**src/rtl/pfs_pkg.sv**
```systemverilog
// Package: shared state encoding for the paging frame sequencer.
// Assumes: used by pager_frame_seq only.
package pfs_pkg;
    typedef enum logic [2:0] {
        ST_IDLE    = 3'd0,
        ST_SYNCING = 3'd1,
        ST_SYNC1   = 3'd2,
        ST_SYNC2   = 3'd3,
        ST_DATA    = 3'd4
    } pfs_state_e;
endpackage

```
**src/rtl/pfs_slot_ctr.sv**
```systemverilog
// Module: pfs_slot_ctr
// Counts the sample slot inside one baud. Advances on each valid sample and
// wraps at spb. It can be cleared or loaded (with a possibly negative value)
// on a valid sample. Assumes spb > 0 and any loaded value lies in (-spb, spb).
module pfs_slot_ctr #(
    parameter int IW = 5
) (
    input  logic                 clk,
    input  logic                 rst_n,
    input  logic                 adv,
    input  logic                 clr,
    input  logic                 ld,
    input  logic signed [IW-1:0] spb,
    input  logic signed [IW-1:0] ld_val,
    output logic signed [IW-1:0] idx_q,
    output logic signed [IW-1:0] idx_adv
);
    localparam logic signed [IW-1:0] ONE = IW'(1);

    logic signed [IW-1:0] idx_inc;

    // Next slot value if this sample advances the grid
    assign idx_inc = idx_q + ONE;
    assign idx_adv = (idx_inc == spb) ? '0 : idx_inc;

    // Slot register: clear, load or advance on a valid sample
    always_ff @(posedge clk) begin
        if (!rst_n)
            idx_q <= '0;
        else if (adv) begin
            if (clr)
                idx_q <= '0;
            else if (ld)
                idx_q <= ld_val;
            else
                idx_q <= idx_adv;
        end
    end


    slot_range_chk: assert property (@(posedge clk) disable iff (!rst_n)
        (idx_q < spb) && (idx_q > -spb));


    slot_hold_chk: assert property (@(posedge clk) disable iff (!rst_n)
        !adv |=> $stable(idx_q));
endmodule

```
**src/rtl/pfs_centre_calc.sv**
```systemverilog
// Module: pfs_centre_calc
// Combinational modulo midpoint of a sync run on the slot circle.
// Assumes both slots lie in [0, spb).
module pfs_centre_calc #(
    parameter int IW = 5
) (
    input  logic signed [IW-1:0] first_slot,
    input  logic signed [IW-1:0] last_slot,
    input  logic signed [IW-1:0] spb,
    output logic signed [IW-1:0] centre
);
    logic signed [IW:0] sum_w;
    logic signed [IW:0] half_w;
    logic signed [IW:0] shifted_w;
    logic signed [IW:0] spb_w;

    // Midpoint directly, or shifted by half a baud and wrapped when the run crosses slot 0
    always_comb begin
        spb_w     = {spb[IW-1], spb};
        sum_w     = {first_slot[IW-1], first_slot} + {last_slot[IW-1], last_slot};
        half_w    = sum_w >>> 1;
        shifted_w = half_w + (spb_w >>> 1);
        if (shifted_w >= spb_w)
            shifted_w = shifted_w - spb_w;
        if (first_slot < last_slot)
            centre = half_w[IW-1:0];
        else
            centre = shifted_w[IW-1:0];
    end
endmodule

```
**src/rtl/pager_frame_seq.sv**
```systemverilog
// Module: pager_frame_seq (top)
// Sequences one paging frame: sync run, centre estimate, 48 centre bits
// (dotting plus information word), mode latch with 3200-baud grid rescale,
// gap skip, then one strobe per data symbol before returning to idle.
// Assumes sync_hit and mode inputs come from an external correlator, and
// the mode inputs are valid at the last information-word bit.
module pager_frame_seq #(
    parameter int SPB_LO    = 10,
    parameter int SPB_HI    = 5,
    parameter int LEAD_BITS = 48,
    parameter int FIW_W     = 32,
    parameter int GAP_LO    = 40,
    parameter int GAP_HI    = 80,
    parameter int DATA_LO   = 2816,
    parameter int DATA_HI   = 5632
) (
    input  logic             clk,
    input  logic             rst_n,
    input  logic             sample_vld,
    input  logic [1:0]       rx_symbol,
    input  logic             sync_hit,
    input  logic             mode_baud_hi,
    input  logic             mode_four_lvl,
    output logic             frame_busy,
    output logic             cur_baud_hi,
    output logic             cur_four_lvl,
    output logic [FIW_W-1:0] fiw_word,
    output logic             fiw_valid,
    output logic             data_strobe,
    output logic [1:0]       data_symbol,
    output logic             frame_end
);
    import pfs_pkg::*;

    localparam int IW = $clog2(SPB_LO + 1) + 1;
    localparam int CW = $clog2(DATA_HI + 1) + 2;
    localparam logic signed [IW-1:0] SPB_LO_S  = IW'(SPB_LO);
    localparam logic signed [IW-1:0] SPB_HI_S  = IW'(SPB_HI);
    localparam logic signed [IW-1:0] HALF_HI_S = IW'(SPB_HI / 2);
    localparam logic signed [CW-1:0] LEAD_S    = CW'(LEAD_BITS);
    localparam logic signed [CW-1:0] GAP_LO_S  = CW'(GAP_LO);
    localparam logic signed [CW-1:0] GAP_HI_S  = CW'(GAP_HI);
    localparam logic signed [CW-1:0] DATA_LO_S = CW'(DATA_LO);
    localparam logic signed [CW-1:0] DATA_HI_S = CW'(DATA_HI);
    localparam logic signed [CW-1:0] ONE_C     = CW'(1);
    localparam logic signed [CW-1:0] MINUS_ONE = -ONE_C;

    pfs_state_e           state;
    logic signed [IW-1:0] start_q, centre_q, centre_w;
    logic signed [IW-1:0] idx_q, idx_adv, spb_cur, ld_val;
    logic signed [CW-1:0] count_q, cnt_inc, gap_lim, data_lim;
    logic [FIW_W-1:0]     fiw_sr;
    logic                 at_centre, new_bit, go_sync2, end_data;

    // Rate-dependent constants for the current frame
    assign spb_cur  = cur_baud_hi ? SPB_HI_S : SPB_LO_S;
    assign gap_lim  = cur_baud_hi ? GAP_HI_S : GAP_LO_S;
    assign data_lim = cur_baud_hi ? DATA_HI_S : DATA_LO_S;

    // Per-sample decode of centre hits and state exits
    assign at_centre  = sample_vld && (idx_adv == centre_q);
    assign cnt_inc    = count_q + ONE_C;
    assign new_bit    = rx_symbol[1];
    assign go_sync2   = (state == ST_SYNC1) && at_centre && (cnt_inc == LEAD_S);
    assign end_data   = (state == ST_DATA) && at_centre && (cnt_inc == data_lim);
    assign ld_val     = (idx_adv >>> 1) - HALF_HI_S;
    assign frame_busy = (state != ST_IDLE);

    pfs_slot_ctr #(.IW(IW)) u_slot (
        .clk     (clk),
        .rst_n   (rst_n),
        .adv     (sample_vld),
        .clr     (end_data),
        .ld      (go_sync2 && mode_baud_hi),
        .spb     (spb_cur),
        .ld_val  (ld_val),
        .idx_q   (idx_q),
        .idx_adv (idx_adv)
    );

    pfs_centre_calc #(.IW(IW)) u_centre (
        .first_slot (start_q),
        .last_slot  (idx_adv),
        .spb        (spb_cur),
        .centre     (centre_w)
    );

    // Frame state machine with its counters and output pulses
    always_ff @(posedge clk) begin
        if (!rst_n) begin
            state        <= ST_IDLE;
            start_q      <= '0;
            centre_q     <= '0;
            count_q      <= '0;
            fiw_sr       <= '0;
            fiw_word     <= '0;
            fiw_valid    <= 1'b0;
            data_strobe  <= 1'b0;
            data_symbol  <= '0;
            frame_end    <= 1'b0;
            cur_baud_hi  <= 1'b0;
            cur_four_lvl <= 1'b0;
        end else begin
            fiw_valid   <= 1'b0;
            data_strobe <= 1'b0;
            frame_end   <= 1'b0;
            if (sample_vld) begin
                unique case (state)
                    ST_IDLE: if (sync_hit) begin
                        state   <= ST_SYNCING;
                        start_q <= idx_adv;
                    end
                    ST_SYNCING: if (!sync_hit) begin
                        state    <= ST_SYNC1;
                        centre_q <= centre_w;
                        count_q  <= '0;
                    end
                    ST_SYNC1: if (at_centre) begin
                        fiw_sr  <= {fiw_sr[FIW_W-2:0], new_bit};
                        count_q <= cnt_inc;
                        if (go_sync2) begin
                            state        <= ST_SYNC2;
                            fiw_word     <= {fiw_sr[FIW_W-2:0], new_bit};
                            fiw_valid    <= 1'b1;
                            cur_baud_hi  <= mode_baud_hi;
                            cur_four_lvl <= mode_four_lvl;
                            count_q      <= mode_baud_hi ? MINUS_ONE : '0;
                            centre_q     <= mode_baud_hi ? (centre_q >>> 1) : centre_q;
                        end
                    end
                    ST_SYNC2: if (at_centre) begin
                        count_q <= cnt_inc;
                        if (cnt_inc == gap_lim) begin
                            state   <= ST_DATA;
                            count_q <= '0;
                        end
                    end
                    ST_DATA: if (at_centre) begin
                        data_strobe <= 1'b1;
                        data_symbol <= rx_symbol;
                        count_q     <= cnt_inc;
                        if (end_data) begin
                            state        <= ST_IDLE;
                            frame_end    <= 1'b1;
                            cur_baud_hi  <= 1'b0;
                            cur_four_lvl <= 1'b0;
                            count_q      <= '0;
                            start_q      <= '0;
                            centre_q     <= '0;
                        end
                    end
                    default: state <= ST_IDLE;
                endcase
            end
        end
    end


    fiw_pulse_chk: assert property (@(posedge clk) disable iff (!rst_n)
        fiw_valid |-> (state == ST_SYNC2) && !data_strobe);


    centre_range_chk: assert property (@(posedge clk) disable iff (!rst_n)
        frame_busy |-> (centre_q >= 0) && (centre_q < spb_cur));


    mode_hold_chk: assert property (@(posedge clk) disable iff (!rst_n)
        (state == ST_DATA) && ($past(state) == ST_DATA) |-> $stable(cur_baud_hi) && $stable(cur_four_lvl));


    strobe_src_chk: assert property (@(posedge clk) disable iff (!rst_n)
        data_strobe |-> ($past(state) == ST_DATA));


    end_idle_chk: assert property (@(posedge clk) disable iff (!rst_n)
        frame_end |-> (state == ST_IDLE) && !cur_baud_hi && !cur_four_lvl && data_strobe);
endmodule

```
**config.mk**
```make
export PLATFORM = sky130hd
export DESIGN_NAME = pager_frame_seq
export DESIGN_NICKNAME = d
export VERILOG_FILES = /design/src/rtl/pfs_pkg.sv /design/src/rtl/pfs_slot_ctr.sv /design/src/rtl/pfs_centre_calc.sv /design/src/rtl/pager_frame_seq.sv
export SDC_FILE = /design/constraint.sdc
export NUM_CORES = 1
export LEC_CHECK = 0
export CAP_MARGIN = 20
export CORE_MARGIN = 4
export CORE_UTILIZATION = 60
export CTS_CLUSTER_SIZE = 14
export DETAILED_ROUTE_END_ITERATION = 7
export DONT_BUFFER_PORTS = 1
export PLACE_DENSITY_LB_ADDON = 0.15
export SETUP_SLACK_MARGIN = 0.2
export SLEW_MARGIN = 20
export SYNTH_ARGS = -nofsm -noshare
export SYNTH_HDL_FRONTEND = slang
export SYNTH_HIERARCHICAL = 1
export SYNTH_SLANG_ARGS = --single-unit
```
**constraint.sdc**
```tcl
create_clock -name clk -period 6.7 [get_ports clk]
set_input_delay 1.675 -clock clk [delete_from_list [all_inputs] [get_ports clk]]
set_output_delay 1.675 -clock clk [all_outputs]
set_load 0.1 [all_outputs]
```
Word-level counts from Yosys, hierarchy flattened --
Cells that the tools add are included.
Word-level totals: flip-flop bits (word level) 103, input bits 8, output and inout port bits 40, word-level logic and storage cells 112
Cells by class: add/subtract/negate cells 6, magnitude comparators 2, equal/unequal tests 18, muxes and demuxes 46, bitwise operators 1, reduce and logical (&&, ||, !) cells 25
Operator list (number):
- two-way mux 15 bit | 8
- one-hot mux 15 bit (4 select lines) | 1
- two-way mux 5 bit | 9
- two-way mux 3 bit | 8
- inequality test 2 bit, second input constant | 9
- AND reduction 6 bit | 3
- two-way mux 4 bit | 4
- adder 15 x 2 -> 15 bit, second input constant | 1
- equality test 15 x 14 -> 1 bit | 1
- equality test 15 x 7 -> 1 bit, second input constant | 1
- equality test 15 x 8 -> 1 bit | 1
- one-hot mux 3 bit (5 select lines) | 1
- one-hot mux 5 bit (3 select lines) | 1
- two-way mux 13 bit | 1
- AND reduction 4 bit | 3
- equality test 5 bit | 2
- one-hot mux 5 bit (2 select lines) | 1
- two-way mux 1 bit | 9
- AND reduction 3 bit | 3
- AND reduction 9 bit | 1
- AND reduction 8 bit | 1
- two-way mux 7 bit | 1
- adder 5 x 4 -> 6 bit | 1
- adder 5 x 5 -> 6 bit | 1
- 16 further kinds | 26

Logic depth before layout (Yosys ltp) --
Gate-level depths: netlist of run 1.
word-level depth 10, depth in mapped cells 29

Modules after synthesis --
Netlist of run 1, hierarchy kept.
By module, submodules not included:
- pager_frame_seq | times used 1, cells an instance 619, area an instance 4725.8 sq um
- pfs_centre_calc | times used 1, cells an instance 101, area an instance 848.3 sq um
- pfs_slot_ctr | times used 1, cells an instance 56, area an instance 481.7 sq um

Worst setup path after synthesis of run 1 --
No wires, ideal clock.
path kind flip-flop to flip-flop, start point register cur_baud_hi, end point register centre_q[3], arrival 6.168 ns, data required time 6.560 ns, setup slack 0.392 ns, stages on the path, launching flop included 28, path buffers 1, period minus slack after synthesis 6.308 ns, cells stage by stage dfxtp_1 inv_1 xnor3_1 and4_1 buf_6 nor2b_1 inv_1 ha_1 inv_1 a21o_1 a21oi_1 xor2_1 ha_1 a21oi_1 nand2_1 and2_1 o22ai_1 ha_1 and4_1 o221ai_2 o211a_4 mux2_4 mux2_2 nor2b_1 a21oi_1 nor2_1 a21oi_1 a311oi_1
Between the ends: elaborated cells on any way between the ends 25, those cells by class 3 x add/sub; 2 x order compare; 7 x eq/ne; 7 x mux; 6 x reduce/logical
RTL lines:
- start, declared | line pager_frame_seq.sv:25 | output logic cur_baud_hi,
- start signal, assigned | line pager_frame_seq.sv:125 | cur_baud_hi <= mode_baud_hi;
- two-way mux 13 bit | line pager_frame_seq.sv:58 | assign data_lim = cur_baud_hi ? DATA_HI_S : DATA_LO_S;
- net data_lim[11] | line pager_frame_seq.sv:51 | logic signed [CW-1:0] count_q, cnt_inc, gap_lim, data_lim;
- equality test 15 x 14 -> 1 bit | line pager_frame_seq.sv:65 | assign end_data = (state == ST_DATA) && at_centre && (cnt_inc == data_lim);
- logical AND 1 bit | line pager_frame_seq.sv:65
- inequality test 2 bit (no line)
- AND reduction 8 bit (no line)
- end signal, assigned | line pager_frame_seq.sv:115 | centre_q <= centre_w;
- end signal, assigned | line pager_frame_seq.sv:128 | centre_q <= mode_baud_hi ? (centre_q >>> 1) : centre_q;
- end, declared | line pager_frame_seq.sv:49 | logic signed [IW-1:0] start_q, centre_q, centre_w;
The timed path passes the listed nets, and every way through them passes these cells. The select of a mux whose other input is x is not followed. A chain may end at the register's enable or synchronous reset.

Final worst setup path of run 1 --
start point register u_slot.idx_q[0], end point register centre_q[2]
Between the ends: longest elaborated chain between the ends 10, elaborated cells on any way between the ends 23, those cells by class 4 x add/sub; 2 x order compare; 6 x eq/ne; 5 x mux; 6 x reduce/logical
RTL lines:
- start, declared | line pfs_slot_ctr.sv:15 | output logic signed [IW-1:0] idx_q,
- start signal, assigned | line pfs_slot_ctr.sv:34 | idx_q <= ld_val;
- start signal, assigned | line pfs_slot_ctr.sv:36 | idx_q <= idx_adv;
- adder 5 x 2 -> 5 bit (*) | line pfs_slot_ctr.sv:23 | assign idx_inc = idx_q + ONE;
- equality test 5 bit | line pfs_slot_ctr.sv:24 | assign idx_adv = (idx_inc == spb) ? '0 : idx_inc;
- two-way mux 5 bit (*) | line pfs_slot_ctr.sv:24
- net idx_adv[1] | line pager_frame_seq.sv:50 | logic signed [IW-1:0] idx_q, idx_adv, spb_cur, ld_val;
- adder 5 x 5 -> 6 bit | line pfs_centre_calc.sv:20 | sum_w = {first_slot[IW-1], first_slot} + {last_slot[IW-1], last_slot};
- adder 5 x 4 -> 6 bit | line pfs_centre_calc.sv:22 | shifted_w = half_w + (spb_w >>> 1);
- subtractor 5 bit or greater-or-equal comparator 6 x 5 -> 1 bit (tied branches) | line pfs_centre_calc.sv:24, pfs_centre_calc.sv:23
- two-way mux 5 bit | line pfs_centre_calc.sv:23 | if (shifted_w >= spb_w)
- two-way mux 5 bit (*) | line pfs_centre_calc.sv:25 | if (first_slot < last_slot)
- net centre_w[2] | line pager_frame_seq.sv:49
- two-way mux 5 bit (*) | line pager_frame_seq.sv:113 | ST_SYNCING: if (!sync_hit) begin
- one-hot mux 5 bit (3 select lines) (*) | line pager_frame_seq.sv:108 | unique case (state)
Mark *: on every way through the listed nets, which the timed path passes. The rest lies on a longest branch. The select of a mux whose other input is x is not followed.

==> reports/results.ini, run 1 <==
[synth]
synth_fa_ha_area_share_pct=5.207
syn_avg_cell_area_um2=7.804
synth_compound_area_share_pct=22.11
synth_area_um2=6056
synthMuxAreaShare_pct=2.996
synth_top_family_by_area=simple AND/OR/NAND/NOR gates
ys.flop_type=dfxtp_1
yosysWarnings=6
yosysUniqueCellTypes=83
synth_seq_area_share_pct=34.05
ys_ff_latch=103
postSynth.asyncResetShare_pct=0
synth_edf_count=0
yosys.area_share.xor_xnor_pct=5.702
yosys.area_share.simple_pct=24.71
syn_inst=776

[global_route]
grt_pass1_wl_um=24450
grt_pass1_vias=5044
grt_util_all_layers_pct=25.67
overflow=0
antenna_found_initial=0
grt_max_degree=75

[placed_design]
port_buffers=0
place.gp.congestion=0.8988
post_dp_cell_area_um2=6088
pre_cts_slack_ns=0.6193
dp_hpwl_um=10140

[sta]
rsz0062_at_grt=no
setup_tns_ns=0
fmax_mhz=166.3
setup_viol=0
finalMaxSlewViolations=0
slew-limit-headroom_pct=32.59
fin_skew_ns=0.01501
post-route-period-util_pct=89.77
layout_setup_ws_ns=0.6854
hold_viol_final=0
fin_crit_ns=6.015
worst_pin_slew_ns=1.010

[worst_setup_path]
startpoint_type=flop
crit_type=flop to flop
critPathRequiredTime_ns=6.95
rrSetupSlack_ns=0.69
endpoint_kind=flop
arrival_ns=6.27
cp_max_fo=10

[floorplan]
coreArea_um2=9819
rows=36
io_pins=48
initial_core_util_pct=61.67
die_h_um=108.5
die_area_um2=11760
die_w_um=108.5

[power_and_ir_drop]
switching_share_pct=30.03
power_frac_clock_pct=32.0
leakagePower_nw=2.217
power.switching_w=0.0003892
combPwrFrac_pct=19.7
seqPwrFrac_pct=48.3
powerDensity_nw_per_um2=206.1
ir_drop_mv=0.1583
p_int_w=0.0009070

[clocking]
cts_setup_buffers=0
cts_buffer_depth=2
hold_buffers=0
cts_root_buf=clkbuf_8
clk_latency_ns=0.39
numCtsBuffers=9
clk_pin_slew_ns=0.11
clkSinkCount=103
cts_tree=built
cts_max_level=3

[detailed_routing]
firstDrtPassIters=5
post_drt_wl_per_cell_um=16.55
drc=0
drt_wl_total_um=14650
via_count=5416
final_antenna_net_count=0
drt_iter0_markers=501
via_per_inst=6.120

[layout]
drive_gt1_share_pct=8.112
fill_cells=921
design_area_um2=6290
diodes=0
fin_util_pct=64.05
fin_nets=780
syn2layout_area_growth_pct=3.864

[min_path]
hold_class=flop to flop

[run]
maxCapViolations=0

[run_status]
outcome=finished clean

[cell usage in the layout (no fill, tap or decap), types with 6 or more instances in the layout]
master,n
xor2_1,17
nand4_1,8
o211ai_1,7
a21oi_1,98
dfxtp_1,103
mux2i_1,8
o21ai_0,21
a31oi_1,7
nand2b_1,6
nor4_1,7
buf_4,7
xnor2_1,18
o22ai_1,6
nand3_1,21
ha_1,22
nand2_1,161
clkbuf_8,9
o31ai_1,8
nor2b_1,8
nor2_1,44
inv_1,26
nor3_1,11
[worst paths after layout]
path                                     to  cells past startpoint             from
worst max-delay path            centre_q[2]                     26  u_slot/idx_q[0]
worst min-delay path             fiw_sr[17]                      2       fiw_sr[16]
worst max register to register  centre_q[2]                     26  u_slot/idx_q[0]
worst min register to register   fiw_sr[17]                      2       fiw_sr[16]
[cell type report]
| class | count | area (um2) | share of cell area [%] |
|---|---|---|---|
| inverter | 28 | 105.1 | 1.671 |
| clock buffer | 9 | 123.9 | 1.969 |
| multi-input combinational | 599 | 3705 | 58.90 |
| timing repair buffer | 7 | 52.55 | 0.8355 |
| clock inverter | 6 | 75.07 | 1.194 |
| tap | 133 | 166.4 | 2.646 |
| sequential | 103 | 2062 | 32.78 |
[stage by stage]
stage           power, W  cells  hold WS (ns)
3_5_place_dp   0.0008912    870        0.4491
4_1_cts         0.001297    885        0.4588
3_3_place_gp   0.0008839    870        0.4468
5_1_grt         0.001346    885        0.4813
2_1_floorplan  0.0008450    779        0.4366
6_report        0.001296    885        0.4612
[sequential cells by signal (all words and copies together), names as in the netlist]
name and cells:
data_strobe 1, cur_baud_hi 1, u_slot/idx_q 5, fiw_word 32, fiw_sr 31, centre_q 5, fiw_valid 1, cur_four_lvl 1
start_q 5, state 3, data_symbol 2, count_q 15, frame_end 1
[Yosys cell counts (4+ instances only)]
cell / instances / share of area, %
or2_2: 4 / 0.41
a31oi_1: 7 / 0.72
nand2_1: 161 / 10
o31ai_1: 8 / 0.99
mux2i_1: 8 / 1.3
a21oi_1: 98 / 8.1
a211oi_1: 5 / 0.62
o21ai_0: 21 / 1.7
xnor2_1: 18 / 2.6
nand4_1: 8 / 0.83
buf_1: 7 / 0.43
a32oi_1: 4 / 0.58
clkbuf_1: 32 / 2.0
nor2_1: 45 / 2.8
nand3b_1: 5 / 0.62
and2_1: 6 / 0.62
dfxtp_1: 103 / 34
or3_1: 5 / 0.52
o211ai_1: 7 / 0.87
mux2_2: 5 / 0.93
nor3_1: 11 / 0.91
a311oi_1: 5 / 0.72
nor4_1: 7 / 0.72
buf_2: 7 / 0.58
xor2_1: 17 / 2.5
nor2b_1: 9 / 0.93
a32o_1: 5 / 0.83
and3_1: 4 / 0.41
ha_1: 22 / 4.5
o22ai_1: 6 / 0.62
nand2b_1: 6 / 0.62
nand3_1: 21 / 1.7
inv_1: 27 / 1.7
o21a_1: 4 / 0.50
[layer usage]
metal	track usage, %	wire length (um)	up-vias
met4	8.656	306	0
met1	34.93	6591	2529
met2	40.69	6778	186
met5	0	0	-
li1	-	-	2667
met3	5.134	973	34
[cell families (layout without fill, tap and decap cells)]
| family | after synthesis | after routing |
|---|---|---|
| other | 1 | 4 |
| buffers and inverters | 77 | 50 |
| xor gates and xnor gates | 37 | 37 |
| adders and majority gates | 24 | 24 |
| DFF | 103 | 103 |
| muxes | 16 | 16 |
| and+or+nand+nor | 316 | 316 |
| AOI/OAI and AO/OA | 202 | 202 |
[power groups by stage]
stage / registers (W) / clock network, W / logic, W
2_1_floorplan: 0.000635 / 0 / 0.000210
3_3_place_gp: 0.000639 / 0 / 0.000244
3_5_place_dp: 0.000640 / 0 / 0.000251
4_1_cts: 0.000626 / 0.000418 / 0.000253
5_1_grt: 0.000627 / 0.000441 / 0.000278
6_report: 0.000626 / 0.000414 / 0.000256
[critical path, cell delays in order (launching register included)]
cell and delay, ns:
dfxtp_1 0.45, ha_1 0.32, and3_1 0.29, xnor2_1 0.10, and4_1 0.30, nor2b_2 0.32, inv_1 0.10, ha_1 0.32
inv_1 0.05, a21o_1 0.15, a21oi_1 0.23, xor2_1 0.22, ha_1 0.31, a21oi_1 0.15, nand2_1 0.09, xor2_1 0.23
ha_1 0.34, and4_1 0.26, o221ai_2 0.20, o211a_4 0.25, mux2_4 0.31, mux2_2 0.28, nor2b_1 0.13, a21oi_1 0.15
nor2_1 0.05, a21oi_1 0.16, a311oi_1 0.10
[repair_timing]
| action | in CTS | in global routing |
|---|---|---|
| gates resized for setup | 0 | 1 |
| setup endpoints to repair | 0 | 2 |
| hold endpoints to repair | 0 | 0 |
Note: power is estimated with default switching activity, not from simulation.
==> run 2, diff against run 1 <==
--- a/config.mk
+++ b/config.mk
@@ -6,13 +6,16 @@
 export NUM_CORES = 1
 export LEC_CHECK = 0
 export CAP_MARGIN = 20
+export CELL_PAD_IN_SITES_DETAIL_PLACEMENT = 1
+export CELL_PAD_IN_SITES_GLOBAL_PLACEMENT = 1
 export CORE_MARGIN = 4
-export CORE_UTILIZATION = 60
+export CORE_UTILIZATION = 48
 export CTS_CLUSTER_SIZE = 14
 export DETAILED_ROUTE_END_ITERATION = 7
 export DONT_BUFFER_PORTS = 1
 export PLACE_DENSITY_LB_ADDON = 0.15
 export SETUP_SLACK_MARGIN = 0.2
+export SKIP_CTS_REPAIR_TIMING = 1
 export SLEW_MARGIN = 20
 export SYNTH_ARGS = -nofsm -noshare
 export SYNTH_HDL_FRONTEND = slang
==> run 2 against run 1 <==
Worst setup slack got worse by 0.029 ns. Critical endpoint unchanged. Sequential cell count did not move. Highest routed layer unchanged. Global-route usage fell by 2.1 points. Via count rose by 2.8%.
==> reports/results.ini, run 2 (same netlist as run 1, synthesis figures left out) <==
[detailed_routing]
drt_wl_total_um=16880
post_drt_wl_per_cell_um=18.28
via_count=5567
drt_iter0_markers=361
drc=0
final_antenna_net_count=0
firstDrtPassIters=5
via_per_inst=6.031

[sta]
layout_setup_ws_ns=0.6565
holdWs_ns=0.4723
rsz0062_at_grt=no
worst_pin_slew_ns=1.021
setup_tns_ns=0
fmax_mhz=165.5
slew-limit-headroom_pct=31.82
fin_crit_ns=6.044
finalMaxSlewViolations=0
hold_viol_final=0
fin_skew_ns=0.007283
post-route-period-util_pct=90.20
setup_viol=0

[clocking]
cts_buffer_depth=2
numCtsBuffers=9
cts_max_level=3
clk_pin_slew_ns=0.07
cts_root_buf=clkbuf_16
clk_latency_ns=0.35
cts_tree=built
clkSinkCount=103

[placed_design]
pre_cts_slack_ns=0.6640
post_dp_cell_area_um2=6141
port_buffers=0
place.gp.congestion=0.8755
dp_hpwl_um=11860

[worst_setup_path]
cp_slowest_stage_delay_ns=0.52
critPathBufInv=1
arrival_ns=6.25
crit_type=flop to flop
cp_max_fo=10
startpoint_type=flop
path_delay_family=adder cells
crit_slowest_cell=fa_1
path_cells=ha_1 -> and3_1 -> xnor2_1 -> and4_1 -> nor2_1 -> and2_1 -> fa_1 -> ha_1 -> inv_1 -> fa_1 -> nand2b_1 -> a21oi_1 -> xor2_1 -> ha_1 -> and4_1 -> o221ai_2 -> o211a_4 -> mux2_4 -> mux2_2 -> nor2b_1 -> a21oi_1 -> nor2_1 -> a21oi_1 -> a311oi_1
endpoint_kind=flop
critPathRequiredTime_ns=6.91

[power_and_ir_drop]
powerDensity_nw_per_um2=223.1
ir_drop_mv=0.1755
leakagePower_nw=2.280

[floorplan]
rows=40
io_pins=48
die_area_um2=14480
die_h_um=120.3
initial_core_util_pct=49.79
die_w_um=120.3
coreArea_um2=12160

[layout]
max_flop_register=fiw_word
diodes=0
final_common_cell=nand2_1
ff_latch_area_um2=2062
fill_cells=1520
multi_input_area_um2=3699
fin_util_pct=53.10
syn2layout_area_growth_pct=6.632
top_regs=fiw_word: 32 flops, fiw_sr: 31 flops, count_q: 15 flops
largest_reg_flops=32
fin_nets=782
design_area_um2=6457
drive_gt1_share_pct=8.344
final_cell_mix=nand2_1, dfxtp_1, a21oi_1, nor2_1, inv_1

[global_route]
grt_pass1_vias=5701
antenna_found_initial=0
overflow=0
grt_pass1_wl_um=28190
grt_util_all_layers_pct=23.54
grt_max_degree=68

[run_status]
outcome=finished clean

[run]
maxCapViolations=0

[min_path]
hold_class=flop to flop

==> run 2: final timing paths <==
path                    from  cells after the start           to  slack (ns)
min reg2reg       fiw_sr[15]                      2   fiw_sr[16]        0.47
max          u_slot/idx_q[0]                     24  centre_q[2]        0.66
max reg2reg  u_slot/idx_q[0]                     24  centre_q[2]        0.66
min               fiw_sr[15]                      2   fiw_sr[16]        0.47
==> run 2: layer usage <==
| metal | track usage, % | vias to the layer above | routed length (um) |
|---|---|---|---|
| met5 | 0 | - | 0 |
| met4 | 5.949 | 0 | 310 |
| met3 | 6.127 | 27 | 869 |
| met2 | 40.67 | 120 | 8208 |
| met1 | 29.28 | 2747 | 7488 |
| li1 | - | 2673 | - |
==> run 2: metrics by stage <==
| step | total power (W) | cells |
|---|---|---|
| after detailed placement | 0.0008958 | 907 |
| after global routing | 0.001503 | 923 |
| after global placement | 0.0008851 | 907 |
| after CTS | 0.001449 | 923 |
| final | 0.001441 | 923 |
| after floorplan | 0.0008450 | 779 |
==> run 2: worst reg2reg max path, cell delays in order (launching register included) <==
cell      delay, ns
dfxtp_1        0.45
ha_1           0.30
and3_1         0.29
xnor2_1        0.15
and4_1         0.49
nor2_1         0.18
and2_1         0.20
fa_1           0.52
ha_1           0.18
inv_1          0.06
fa_1           0.40
nand2b_1       0.17
a21oi_1        0.15
xor2_1         0.25
ha_1           0.33
and4_1         0.20
o221ai_2       0.20
o211a_4        0.24
mux2_4         0.30
mux2_2         0.28
nor2b_1        0.14
a21oi_1        0.14
nor2_1         0.05
a21oi_1        0.13
a311oi_1       0.10
==> run 2: area by class of cell <==
class | count | share of cell area [%]
multi-input combinational | 599 | 57.28
sequential | 103 | 31.93
clock buffer | 10 | 3.701
tap | 168 | 3.255
inverter | 28 | 1.628
clock inverter | 6 | 1.163
timing repair buffer | 9 | 1.046
==> run 2: where the power goes <==
group	leakage, nW	switching (W)	internal (W)
sequential	0.831	0.00000893	0.000617
combinational	1.30	0.000145	0.000113
clock	0.152	0.000251	0.000306
==> run 3, diff against run 2 <==
==> constraint.sdc (replaced) <==
create_clock -name clk -period 6.7 [get_ports clk]
set_input_delay 1.675 -clock clk [delete_from_list [all_inputs] [get_ports clk]]
set_output_delay 1.675 -clock clk [all_outputs]
set_load 0.005 [all_outputs]
==> run 3 against run 2 <==
Core utilization rose by 0.31 points. Clock skew increased by 0.0041 ns. Via count down 1.6%. Worst setup slack got worse by 0.043 ns. Global-route usage is 0.52 points higher. Critical path depth unchanged. Clock power hardly changed.
==> reports/results.ini, run 3 (same netlist as run 1, synthesis figures left out) <==
[worst_setup_path]
crit_type=flop to flop
arrival_ns=6.29
critPathBufInv=1
path_delay_family=simple AND/OR/NAND/NOR gates
reg2reg_from=u_slot/idx_q[0]
cp_max_fo=10
r2r_end=centre_q[3]
rrSetupSlack_ns=0.61
r2r_cells=24
crit_slowest_cell=fa_1
endpoint_kind=flop
startpoint_type=flop
path_cells=ha_1 -> and3_1 -> xnor2_1 -> and4_1 -> nor2_1 -> and2_1 -> fa_1 -> ha_1 -> inv_1 -> fa_1 -> nand2b_1 -> a21oi_1 -> xor2_1 -> ha_1 -> and4_1 -> o221ai_2 -> o211a_4 -> mux2_4 -> mux2_2 -> nor2b_1 -> a21oi_1 -> nor2_1 -> a21oi_1 -> a311oi_1
cp_slowest_stage_delay_ns=0.53
critPathRequiredTime_ns=6.91

[detailed_routing]
drt_wl_total_um=17120
post_drt_wl_per_cell_um=18.49
drt_iter0_markers=374
via_per_inst=5.915
final_antenna_net_count=0
drc=0
via_count=5477
firstDrtPassIters=5

[layout]
fin_nets=785
final_common_cell=nand2_1
final_cell_mix=nand2_1, dfxtp_1, a21oi_1, nor2_1, inv_1
top_regs=fiw_word: 32 flops, fiw_sr: 31 flops, count_q: 15 flops
fill_cells=1533
max_flop_register=fiw_word
diodes=0
syn2layout_area_growth_pct=7.252
drive_gt1_share_pct=8.707
largest_reg_flops=32

[global_route]
grt_pass1_wl_um=28800
grt_pass1_vias=5808
grt_util_all_layers_pct=24.05
grt_max_degree=47
antenna_found_initial=0
overflow=0

[sta]
fin_crit_ns=6.087
post-route-period-util_pct=90.85
setup_tns_ns=0
fmax_mhz=164.3
rsz0062_at_grt=no
hold_viol_final=0
worst_pin_slew_ns=0.7694
finalMaxSlewViolations=0
layout_setup_ws_ns=0.6133
slew-limit-headroom_pct=48.60
setup_viol=0
fin_skew_ns=0.01138

[min_path]
min_to=fiw_word[18]
holdPathStages=2
hp-start=fiw_sr[17]
hold_class=flop to flop

[clocking]
cts_tree=built
clk_latency_ns=0.36
cts_buffer_depth=2
numCtsBuffers=9
cts_root_buf=clkbuf_16
clkSinkCount=103
clk_pin_slew_ns=0.08
cts_max_level=3

[floorplan]
initial_core_util_pct=49.79
rows=40
coreArea_um2=12160
die_w_um=120.3
die_h_um=120.3
die_area_um2=14480
io_pins=48

[placed_design]
place.gp.congestion=0.8878
dp_hpwl_um=11990
port_buffers=0
pre_cts_slack_ns=0.5701

[run]
maxCapViolations=0

[power_and_ir_drop]
powerDensity_nw_per_um2=220.8
ir_drop_mv=0.1383
leakagePower_nw=2.293

[run_status]
outcome=finished clean

## run 3: worst max path at each step
stage | start | slack, ns | endpoint | depth (start not counted)
after global routing | u_slot/idx_q[0] | 0.22 | centre_q[2] | 24
after floorplan | cur_baud_hi | 1.24 | centre_q[3] | 27
after detailed placement | u_slot/idx_q[0] | 0.57 | centre_q[2] | 27
after global placement | u_slot/idx_q[0] | 1.00 | centre_q[2] | 27
after CTS | u_slot/idx_q[0] | 0.55 | centre_q[2] | 27
final | u_slot/idx_q[0] | 0.61 | centre_q[3] | 24
## run 3: layer usage
metal | vias up | routed length, um | global-route usage (%)
met3 | 19 | 745 | 4.630
met4 | 0 | 254 | 7.224
met5 | - | 0 | 0
li1 | 2672 | - | -
met1 | 2689 | 7817 | 30.59
met2 | 97 | 8307 | 41.41
## run 3: worst min-delay path, stage by stage (launching register included)
cell and delay (ns):
dfxtp_1 0.32, nand2_1 0.06, a21oi_1 0.05
## run 3: final cells by class
type                            instances  area (um2)  share of cell area, %
Clock buffer                            9       225.2                  3.468
Clock inverter                          7       91.34                  1.406
Inverter                               28       105.1                  1.618
Multi-Input combinational cell        599        3704                  57.02
Sequential cell                       103        2062                  31.75
Tap cell                              168       210.2                  3.236
Timing Repair Buffer                   12       97.59                  1.503
## run 3: metrics by stage
step                      power (W)  utilization (%)  std cells  hold WS (ns)  area, um2
after floorplan           0.0008377                -        779        0.4366       6067
after global placement    0.0008758            50.62        909        0.4462       6156
after detailed placement  0.0008871            50.74        910        0.4662       6171
after CTS                  0.001442            53.34        926        0.4725       6487
after global routing       0.001504            53.41        926        0.4939       6495
final                      0.001434            53.41        926        0.4694       6495
## run 3: where the power goes
| part | internal [W] | leakage, nW | switching (W) | total, W |
|---|---|---|---|---|
| logic | 0.000114 | 1.32 | 0.000137 | 0.000251 |
| clock network | 0.000298 | 0.144 | 0.000259 | 0.000557 |
| registers | 0.000617 | 0.831 | 0.00000905 | 0.000626 |
